**config.mk**
```make
export PLATFORM = sky130hd
export DESIGN_NAME = lcd_timing_ctrl
export DESIGN_NICKNAME = d
export VERILOG_FILES = /design/src/rtl/lcdt_pkg.sv /design/src/rtl/lcdt_divider.sv /design/src/rtl/lcdt_pinmux.sv /design/src/rtl/lcdt_mode_ctl.sv /design/src/rtl/lcd_timing_ctrl.sv
export SDC_FILE = /design/constraint.sdc
export NUM_CORES = 1
export LEC_CHECK = 0
export BUFFER_PORTS_ARGS = -buffer_cell sky130_fd_sc_hd__buf_2
export CORE_MARGIN = 2
export CORE_UTILIZATION = 44
export CTS_CLUSTER_SIZE = 16
export DETAILED_ROUTE_END_ITERATION = 8
export PLACE_DENSITY_LB_ADDON = 0.1
export SYNTH_ARGS = -nofsm -noshare
export SYNTH_HDL_FRONTEND = slang
export SYNTH_HIERARCHICAL = 1
export SYNTH_SLANG_ARGS = --single-unit
```
**constraint.sdc**
```tcl
create_clock -name clk -period 1.5 [get_ports clk]
set_input_delay 0.375 -clock clk [delete_from_list [all_inputs] [get_ports clk]]
set_output_delay 0.375 -clock clk [all_outputs]
set_load 0.01 [all_outputs]
```
**src/rtl/lcdt_pkg.sv**
```systemverilog
package lcdt_pkg;

  typedef enum logic [1:0] {
    MODE_OFF    = 2'b00,
    MODE_NORMAL = 2'b01,
    MODE_BLANK  = 2'b10,
    MODE_ALLON  = 2'b11
  } disp_mode_e;

  typedef enum logic [1:0] {
    DUTY_32  = 2'b00,
    DUTY_16  = 2'b01,
    DUTY_8   = 2'b10,
    DUTY_8B  = 2'b11
  } duty_e;

  typedef struct packed {
    logic static_com;
    logic drive_en;
    logic force_on;
    logic force_off;
  } mode_flags_t;

  // number of doublings of the line-sync period relative to 1/32 duty
  function automatic logic [1:0] duty_shift(input logic [1:0] d);
    case (d)
      DUTY_32: duty_shift = 2'd0;
      DUTY_16: duty_shift = 2'd1;
      default: duty_shift = 2'd2;
    endcase
  endfunction

  function automatic mode_flags_t decode_mode(input logic [1:0] m);
    mode_flags_t f;
    f.static_com = (m == MODE_ALLON);
    f.force_on   = (m == MODE_ALLON);
    f.force_off  = (m == MODE_BLANK);
    f.drive_en   = (m != MODE_OFF);
    decode_mode  = f;
  endfunction

endpackage

```
**src/rtl/lcdt_divider.sv**
```systemverilog
module lcdt_divider
  import lcdt_pkg::*;
#(
  parameter int BASE_DIV_LOG2 = 4,
  parameter int MAX_ROWS_LOG2 = 5,
  localparam int CNT_W = BASE_DIV_LOG2 + MAX_ROWS_LOG2 + 1,
  localparam int IDX_W = $clog2(CNT_W)
) (
  input  logic       clk,
  input  logic       rst,
  input  logic [1:0] duty_sel,
  output logic       cl_sig,
  output logic       fr_sig
);

  logic [CNT_W-1:0] tick;
  logic [1:0]       duty_q;
  logic [IDX_W-1:0] cl_idx;
  logic             duty_chg;

  assign duty_chg = (duty_sel != duty_q);

  always_ff @(posedge clk) begin
    if (rst) begin
      tick   <= '0;
      duty_q <= duty_sel;
    end else if (duty_chg) begin
      tick   <= '0;
      duty_q <= duty_sel;
    end else begin
      tick   <= tick + 1'b1;
    end
  end

  // line-sync bit moves up one position per halving of the row count
  always_comb begin
    cl_idx = IDX_W'(BASE_DIV_LOG2 - 1) + IDX_W'(duty_shift(duty_q));
  end

  assign cl_sig = tick[cl_idx];
  assign fr_sig = tick[CNT_W-1];

  // a duty change reloads the counter at the next edge
  a_r8_duty_reload: assert property (@(posedge clk) disable iff (rst)
    duty_chg |=> (tick == '0));

  // with a steady duty the counter advances by exactly one
  a_r8_count_step: assert property (@(posedge clk) disable iff (rst)
    (!duty_chg && !$past(rst)) |=> (tick == $past(tick) + 1'b1));

endmodule

```
**src/rtl/lcdt_pinmux.sv**
```systemverilog
module lcdt_pinmux #(
  parameter int NPINS = 2
) (
  input  logic             clk,
  input  logic             rst,
  input  logic [NPINS-1:0] sig,
  input  logic [NPINS-1:0] en,
  input  logic [NPINS-1:0] data,
  output logic [NPINS-1:0] pin
);

  for (genvar g = 0; g < NPINS; g++) begin : g_pin
    logic q;

    always_ff @(posedge clk) begin
      if (rst) q <= 1'b1;
      else     q <= data[g] & (~en[g] | sig[g]);
    end

    assign pin[g] = q;

    // disabled pin with data set idles high
    a_r9_idle_high: assert property (@(posedge clk) disable iff (rst)
      (data[g] && !en[g]) |=> q);

    // cleared port data bit holds the pin low
    a_r9_data_low: assert property (@(posedge clk) disable iff (rst)
      !data[g] |=> !q);

    // enabled pin follows the strobe in the very next cycle
    a_r10_follow: assert property (@(posedge clk) disable iff (rst)
      (data[g] && en[g]) |=> (q == $past(sig[g])));
  end

endmodule

```
**src/rtl/lcdt_mode_ctl.sv**
```systemverilog
module lcdt_mode_ctl
  import lcdt_pkg::*;
#(
  parameter int          CON_W          = 4,
  parameter logic [CON_W-1:0] FIXED_CONTRAST = '0
) (
  input  logic             clk,
  input  logic             rst,
  input  logic             sleep,
  input  logic             mode_we,
  input  logic [1:0]       mode_wdata,
  input  logic             contrast_we,
  input  logic [CON_W-1:0] contrast_wdata,
  input  logic             ext_supply,
  output logic [1:0]       disp_mode,
  output mode_flags_t      flags,
  output logic [CON_W-1:0] contrast_out
);

  logic [1:0]       mode_q, mode_nxt;
  mode_flags_t      flags_q;
  logic [CON_W-1:0] con_q, con_nxt;

  always_comb begin
    mode_nxt = mode_q;
    if (sleep)        mode_nxt = MODE_OFF;
    else if (mode_we) mode_nxt = mode_wdata;
  end

  always_comb begin
    con_nxt = contrast_we ? contrast_wdata : con_q;
  end

  always_ff @(posedge clk) begin
    if (rst) begin
      mode_q  <= MODE_OFF;
      flags_q <= decode_mode(MODE_OFF);
    end else begin
      mode_q  <= mode_nxt;
      flags_q <= decode_mode(mode_nxt);
    end
  end

  always_ff @(posedge clk) begin
    if (rst) begin
      con_q        <= '0;
      contrast_out <= ext_supply ? FIXED_CONTRAST : '0;
    end else begin
      con_q        <= con_nxt;
      contrast_out <= ext_supply ? FIXED_CONTRAST : con_nxt;
    end
  end

  assign disp_mode = mode_q;
  assign flags     = flags_q;

  // sleep forces drive-off regardless of a concurrent write
  a_r2_sleep_off: assert property (@(posedge clk) disable iff (rst)
    sleep |=> (disp_mode == MODE_OFF));

  // without write or sleep the mode code holds
  a_r1_hold: assert property (@(posedge clk) disable iff (rst)
    (!sleep && !mode_we) |=> $stable(disp_mode));

  // static common drive only in the all-on mode
  a_r3_static_allon: assert property (@(posedge clk) disable iff (rst)
    flags.static_com |-> (disp_mode == MODE_ALLON));

  // drive is disabled exactly in mode 00
  a_r3_drive_off: assert property (@(posedge clk) disable iff (rst)
    (!flags.drive_en) == (disp_mode == MODE_OFF));

  // forced-on and forced-off are never both active
  a_r3_force_excl: assert property (@(posedge clk) disable iff (rst)
    $onehot0({flags.force_on, flags.force_off}));

  // external supply pins the contrast output to the fixed level
  a_r5_fixed: assert property (@(posedge clk) disable iff (rst)
    ext_supply |=> (contrast_out == FIXED_CONTRAST));

endmodule

```
**src/rtl/lcd_timing_ctrl.sv**
```systemverilog
module lcd_timing_ctrl
  import lcdt_pkg::*;
#(
  parameter int BASE_DIV_LOG2 = 4,
  parameter int MAX_ROWS_LOG2 = 5,
  parameter int CON_W         = 4,
  parameter logic [CON_W-1:0] FIXED_CONTRAST = '0
) (
  input  logic             clk,
  input  logic             rst,
  input  logic [1:0]       duty_sel,
  input  logic             sleep,
  input  logic             mode_we,
  input  logic [1:0]       mode_wdata,
  input  logic             contrast_we,
  input  logic [CON_W-1:0] contrast_wdata,
  input  logic             ext_supply,
  input  logic             cl_en,
  input  logic             cl_data,
  input  logic             fr_en,
  input  logic             fr_data,
  output logic             cl_pin,
  output logic             fr_pin,
  output logic [1:0]       disp_mode,
  output logic             static_com,
  output logic             drive_en,
  output logic             dots_all_on,
  output logic             dots_all_off,
  output logic [CON_W-1:0] contrast_out
);

  localparam int NPINS = 2;

  logic             cl_sig, fr_sig;
  logic [NPINS-1:0] pins;
  mode_flags_t      flags;

  lcdt_divider #(
    .BASE_DIV_LOG2 (BASE_DIV_LOG2),
    .MAX_ROWS_LOG2 (MAX_ROWS_LOG2)
  ) u_div (
    .clk      (clk),
    .rst      (rst),
    .duty_sel (duty_sel),
    .cl_sig   (cl_sig),
    .fr_sig   (fr_sig)
  );

  lcdt_pinmux #(
    .NPINS (NPINS)
  ) u_mux (
    .clk  (clk),
    .rst  (rst),
    .sig  ({fr_sig, cl_sig}),
    .en   ({fr_en, cl_en}),
    .data ({fr_data, cl_data}),
    .pin  (pins)
  );

  lcdt_mode_ctl #(
    .CON_W          (CON_W),
    .FIXED_CONTRAST (FIXED_CONTRAST)
  ) u_mode (
    .clk            (clk),
    .rst            (rst),
    .sleep          (sleep),
    .mode_we        (mode_we),
    .mode_wdata     (mode_wdata),
    .contrast_we    (contrast_we),
    .contrast_wdata (contrast_wdata),
    .ext_supply     (ext_supply),
    .disp_mode      (disp_mode),
    .flags          (flags),
    .contrast_out   (contrast_out)
  );

  assign cl_pin       = pins[0];
  assign fr_pin       = pins[1];
  assign static_com   = flags.static_com;
  assign drive_en     = flags.drive_en;
  assign dots_all_on  = flags.force_on;
  assign dots_all_off = flags.force_off;

endmodule

```
# Yosys cells after proc, flatten, opt, wreduce, memory -nomap -nowiden
# Cells that the tools add are included.
# W data, S select, Z words.
# classes
addsub	2
n_eq_ne	4
order_cmp	1
bitwise	6
n_mux	8
n_reduce_logical	5
# ops
op	n
$add A10 B1 Y10 const B	1
$mux W2	4
$lt A4 B5 Y1 const B	1
$bmux W1 S4	1
$eq A2 B2 Y1 const B	2
$mux W4	1
$pmux W2 S2	1
$reduce_bool A2 Y1	2
$reduce_or A2 Y1	2
$add A2 B2 Y3 const A	1
$and A1 B1 Y1	2
$eq A2 B1 Y1 const B	1
$logic_not A2 Y1	1
$ne A2 B2 Y1	1
$not A1 Y1	2
$or A1 B1 Y1	2
$mux W1	1
# totals
out_inout_bits	12
inputBits	18
wordCells	36
ff_bits	27

# Logic depth before layout (Yosys ltp)
# logic_depth
word_depth	7
mapped_depth	4

# Hierarchy
# The synthesis kept the hierarchy.
# modules_own_cells
module	area_per_inst_um2	instances	cells_per_inst	seq_area_each_um2
lcdt_divider	504.2	1	52	260.2
lcdt_mode_ctl	411.6	1	35	260.2
lcdt_pinmux	82.6	1	8	40.0

# Worst setup path before layout
# No wires, ideal clock.
# synth_timing
kind	flip-flop to flip-flop
startpoint	register u_div.duty_q[1]
endpoint	register u_div.duty_q[0] (enable)
setup_time_ns	0.286
slack_ns	0.132
synth_period_minus_slack_ns	1.368
stages_incl_launch_ff	4
arrival_time_ns	1.082
cell_sequence	edfxtp_1 -> xor2_1 -> or3_1 -> clkbuf_1
# synth_via
elab_chain_cells	2
# synth_lines
item	line	rtl
from (decl)	lcdt_divider.sv:17	logic [1:0] duty_q;
from (signal assigned)	lcdt_divider.sv:26	duty_q <= duty_sel;
from (signal assigned)	lcdt_divider.sv:29	duty_q <= duty_sel;
$ne A2 B2 Y1	lcdt_divider.sv:21	assign duty_chg = (duty_sel != duty_q);
$reduce_bool A2 Y1 (no source line)	n/a	
# Every way passes these cells.
# A chain may end at the register's enable or synchronous reset.

# Worst setup path in the final report
# layout_timing
startpoint	register u_div.tick[3]
endpoint	register u_div.tick[9]
# layout_via
elab_chain_cells	1
# layout_lines
item	line	rtl
from (decl)	lcdt_divider.sv:16	logic [CNT_W-1:0] tick;
from (signal assigned)	lcdt_divider.sv:31	tick <= tick + 1'b1;
$add A10 B1 Y10	lcdt_divider.sv:31	
# Every way passes these cells.

==> impl_metrics.csv <==
group,metric,value,unit
global_route,grtUsageTotal,14.43,%
worst_setup_path,cp_cell_sequence,"nand4_2, or4_1, a21oi_1",
yosys,synth_area,998.5,sq um
clock_tree,cts_tree,"done",
layout,antenna_cells,0,
global_route,grt_pass1_wl,2856,um
routing,drtIter0Drc,3,
timing,setup_ws,0.09531,ns
layout,post-route-util,55.65,%
routing,wl,1705,um
place,dp.cells,151,
yosys,synthDistinctLibCells,28,
worst_setup_path,arrival,1.66,ns
clock_tree,ctsHoldBuffers,0,
layout,finalNonFillerCells,155,
place,hpwlAfterDp,1297,um
timing,rsz0062_at_grt,"no",
global_route,grt_max_degree,16,
timing,fmax,711.9,MHz
worst_hold_path,whs_path_depth,2,
timing,setup_tns,0,ns
worst_setup_path,cp.required,1.75,ns
worst_setup_path,worstPathMaxFanout,6,
timing,finalHoldViolations,0,
global_route,grt-ovfl-total,0,
global_route,grt_pass1_vias,706,
die,coreArea,2170,sq um
clock_tree,clock-sinks,27,
yosys,yosysSeqAreaShare,56.14,%
routing,drc,0,
worst_hold_path,worstHoldPathType,"in -> reg",
clock_tree,cts.repair.resized,0,
timing,drv_slew,0,
clock_tree,cts.htree.levels,1,
routing,viasPerCell,4.819,
place,dp_slack,0.08333,ns
clock_tree,cts_buffer_depth,2,
routing,drt_first_pass_iters,3,
power,vdd_drop_max,581.9,uV
die,rows,17,
place,port_buffers,29,
die,pin_count,30,
clock_tree,post_cts_buffers,0,
routing,vias,747,
layout,multiInputGateArea,397.9,sq um
die,initial_core_util,46.02,%
timing,worst_slew_pin_slew,0.3371,ns
power,p_int,0.0009043,W
power,p_comb_share,9.1,%
layout,nNetsFinal,147,
worst_setup_path,worstSetupPathType,"reg -> reg",
yosys,synth.avg_cell_area,10.51,sq um
layout,drive_gt1_share,33.86,%
worst_setup_path,cp.depth,3,
routing,postRouteAntennaNets,0,
worst_setup_path,cp-end-kind,"register",
global_route,antenna_found_initial,0,
timing,fin_skew,0.008149,ns
layout,mostFrequentLayoutCell,"buf_2",
power,power.share.clock,25.7,%
yosys,ys_ff_latch,27,
die,die_area,2666,sq um
worst_setup_path,cpLargestDelayFamily,"simple AND/OR/NAND/NOR gates",
yosys,synth_cells,95,
worst_setup_path,rr_worst_depth,3,
power,power_density,968.7,nW/um^2
power,power.switching,0.0002653,W
die,die_w,51.64,um
worst_setup_path,crit_buf_inv,0,
timing,post-route-period-util,93.65,%
layout,n_fill_cell,211,
layout,final_cell_mix,"buf_2, dfxtp_1, nor2_1",
power,pwr-share-seq,65.2,%
worst_setup_path,cpPeakStageDelay,0.53,ns
yosys,ys_warn_count,6,
yosys,syn-num-nets,114,
timing,setup_viol_count_final,0,
clock_tree,clockRootBuffer,"clkbuf_4",
timing,slew_headroom,76.88,%
power,switching_share,22.68,%
timing,min_period,1.405,ns
power,p_leak,0.5254,nW
routing,wl_per_cell,11.00,um
layout,syn_to_final_growth,20.93,%
die,die_height,51.64,um
power,power,0.001170,W
run_status,status,"finished, final reports clean",
clock_tree,clock_latency,0.31,ns
place,gp_congestion,0.6781,
layout,regArea,560.5,sq um
flow_run,cap_violations,0,
clock_tree,numCtsBuffers,3,
worst_setup_path,critPathSlowestCell,"or4_1",
clock_tree,path_clk_slew,0.14,ns
worst_setup_path,worst_setup_path_start_kind,"register",
[flip-flops by register name (all words and copies together), names as in the netlist]
signal               count
u_div/duty_q             2
u_div/tick              10
u_mode/con_q             4
u_mode/contrast_out      4
u_mode/disp_mode         2
u_mode/flags             3
u_mux/g_pin.q            2
[final cells by class]
type | count | share of cell area, %
inverters | 1 | 0.3109
repair buffers | 34 | 15.13
flip-flops and latches | 27 | 46.42
well taps | 28 | 2.902
multi-input cells | 61 | 32.95
clock inverters | 1 | 0.4145
clock buffers | 3 | 1.865
[per-stage QoR]
stage / instance area (sq um) / hold WS (ns)
floorplan: 998.5 / 0.4288
global route: 1207 / 0.2469
finish: 1207 / 0.2495
CTS: 1207 / 0.2412
global placement: 1180 / 0.4552
detailed placement: 1180 / 0.4561
[cells in the mapped netlist]
cell      number  area share [%]
nor2_1         9             3.4
o21ai_0        5             2.5
or3_1          3             1.9
a21oi_1        5             2.5
nand2_1        4             1.5
buf_2          1            0.50
or4_1          1            0.75
xnor2_1        1            0.88
nor4b_2        1             1.5
nand4_2        1             1.3
xor2_1         4             3.5
nand3_2        1             1.0
ha_1           1             1.3
nand3_1        3             1.5
nor3_1         6             3.0
a21o_1         2             1.5
inv_1          1            0.38
nand2b_1       2             1.3
o31ai_1        1            0.75
buf_4          3             2.3
clkbuf_2       1            0.50
nor4_1         1            0.63
mux2i_1        7             7.0
a211oi_1       1            0.75
edfxtp_1       2             6.0
or3_2          2             1.5
dfxtp_1       25              50
clkbuf_1       1            0.38
[path summary, 6_finish.rpt]
path | start | to | slack (ns)
setup / recovery | u_div/tick[3]$_SDFF_PP0_ | u_div/tick[9]$_SDFF_PP0_ | 0.1
hold / removal | fr_data | u_mux/g_pin[1].q$_SDFF_PP1_ | 0.25
setup reg to reg | u_div/tick[3]$_SDFF_PP0_ | u_div/tick[9]$_SDFF_PP0_ | 0.1
hold reg to reg | u_div/tick[0]$_SDFF_PP0_ | u_div/tick[0]$_SDFF_PP0_ | 0.48
[cell families after synthesis]
kind of cell / synth area share (%)
DFF: 56.14
xor gates and xnor gates: 4.386
AOI/OAI and AO/OA: 8.019
buffers and inverters: 4.008
adders and majority gates: 1.253
muxes: 7.018
and+or+nand+nor: 19.17
[layer usage]
layer / global-route usage [%] / routed length [um] / share of wire (%) / up-vias
li1: - / - / - / 393
met1: 16.91 / 790 / 46 / 337
met2: 24.79 / 824 / 48 / 15
met3: 3.448 / 75 / 4.4 / 2
met4: 6.579 / 16 / 0.94 / 0
met5: 0 / 0 / 0 / -
[power groups by stage]
stage                     Combinational (W)  Clock [W]  Sequential, W
final                              0.000106   0.000300       0.000763
after detailed placement           0.000107          0       0.000780
after floorplan                   0.0000542          0       0.000783
after CTS                          0.000108   0.000317       0.000764
after global routing               0.000119   0.000339       0.000767
after global placement             0.000105          0       0.000779
(Power assumes the default switching activity.)
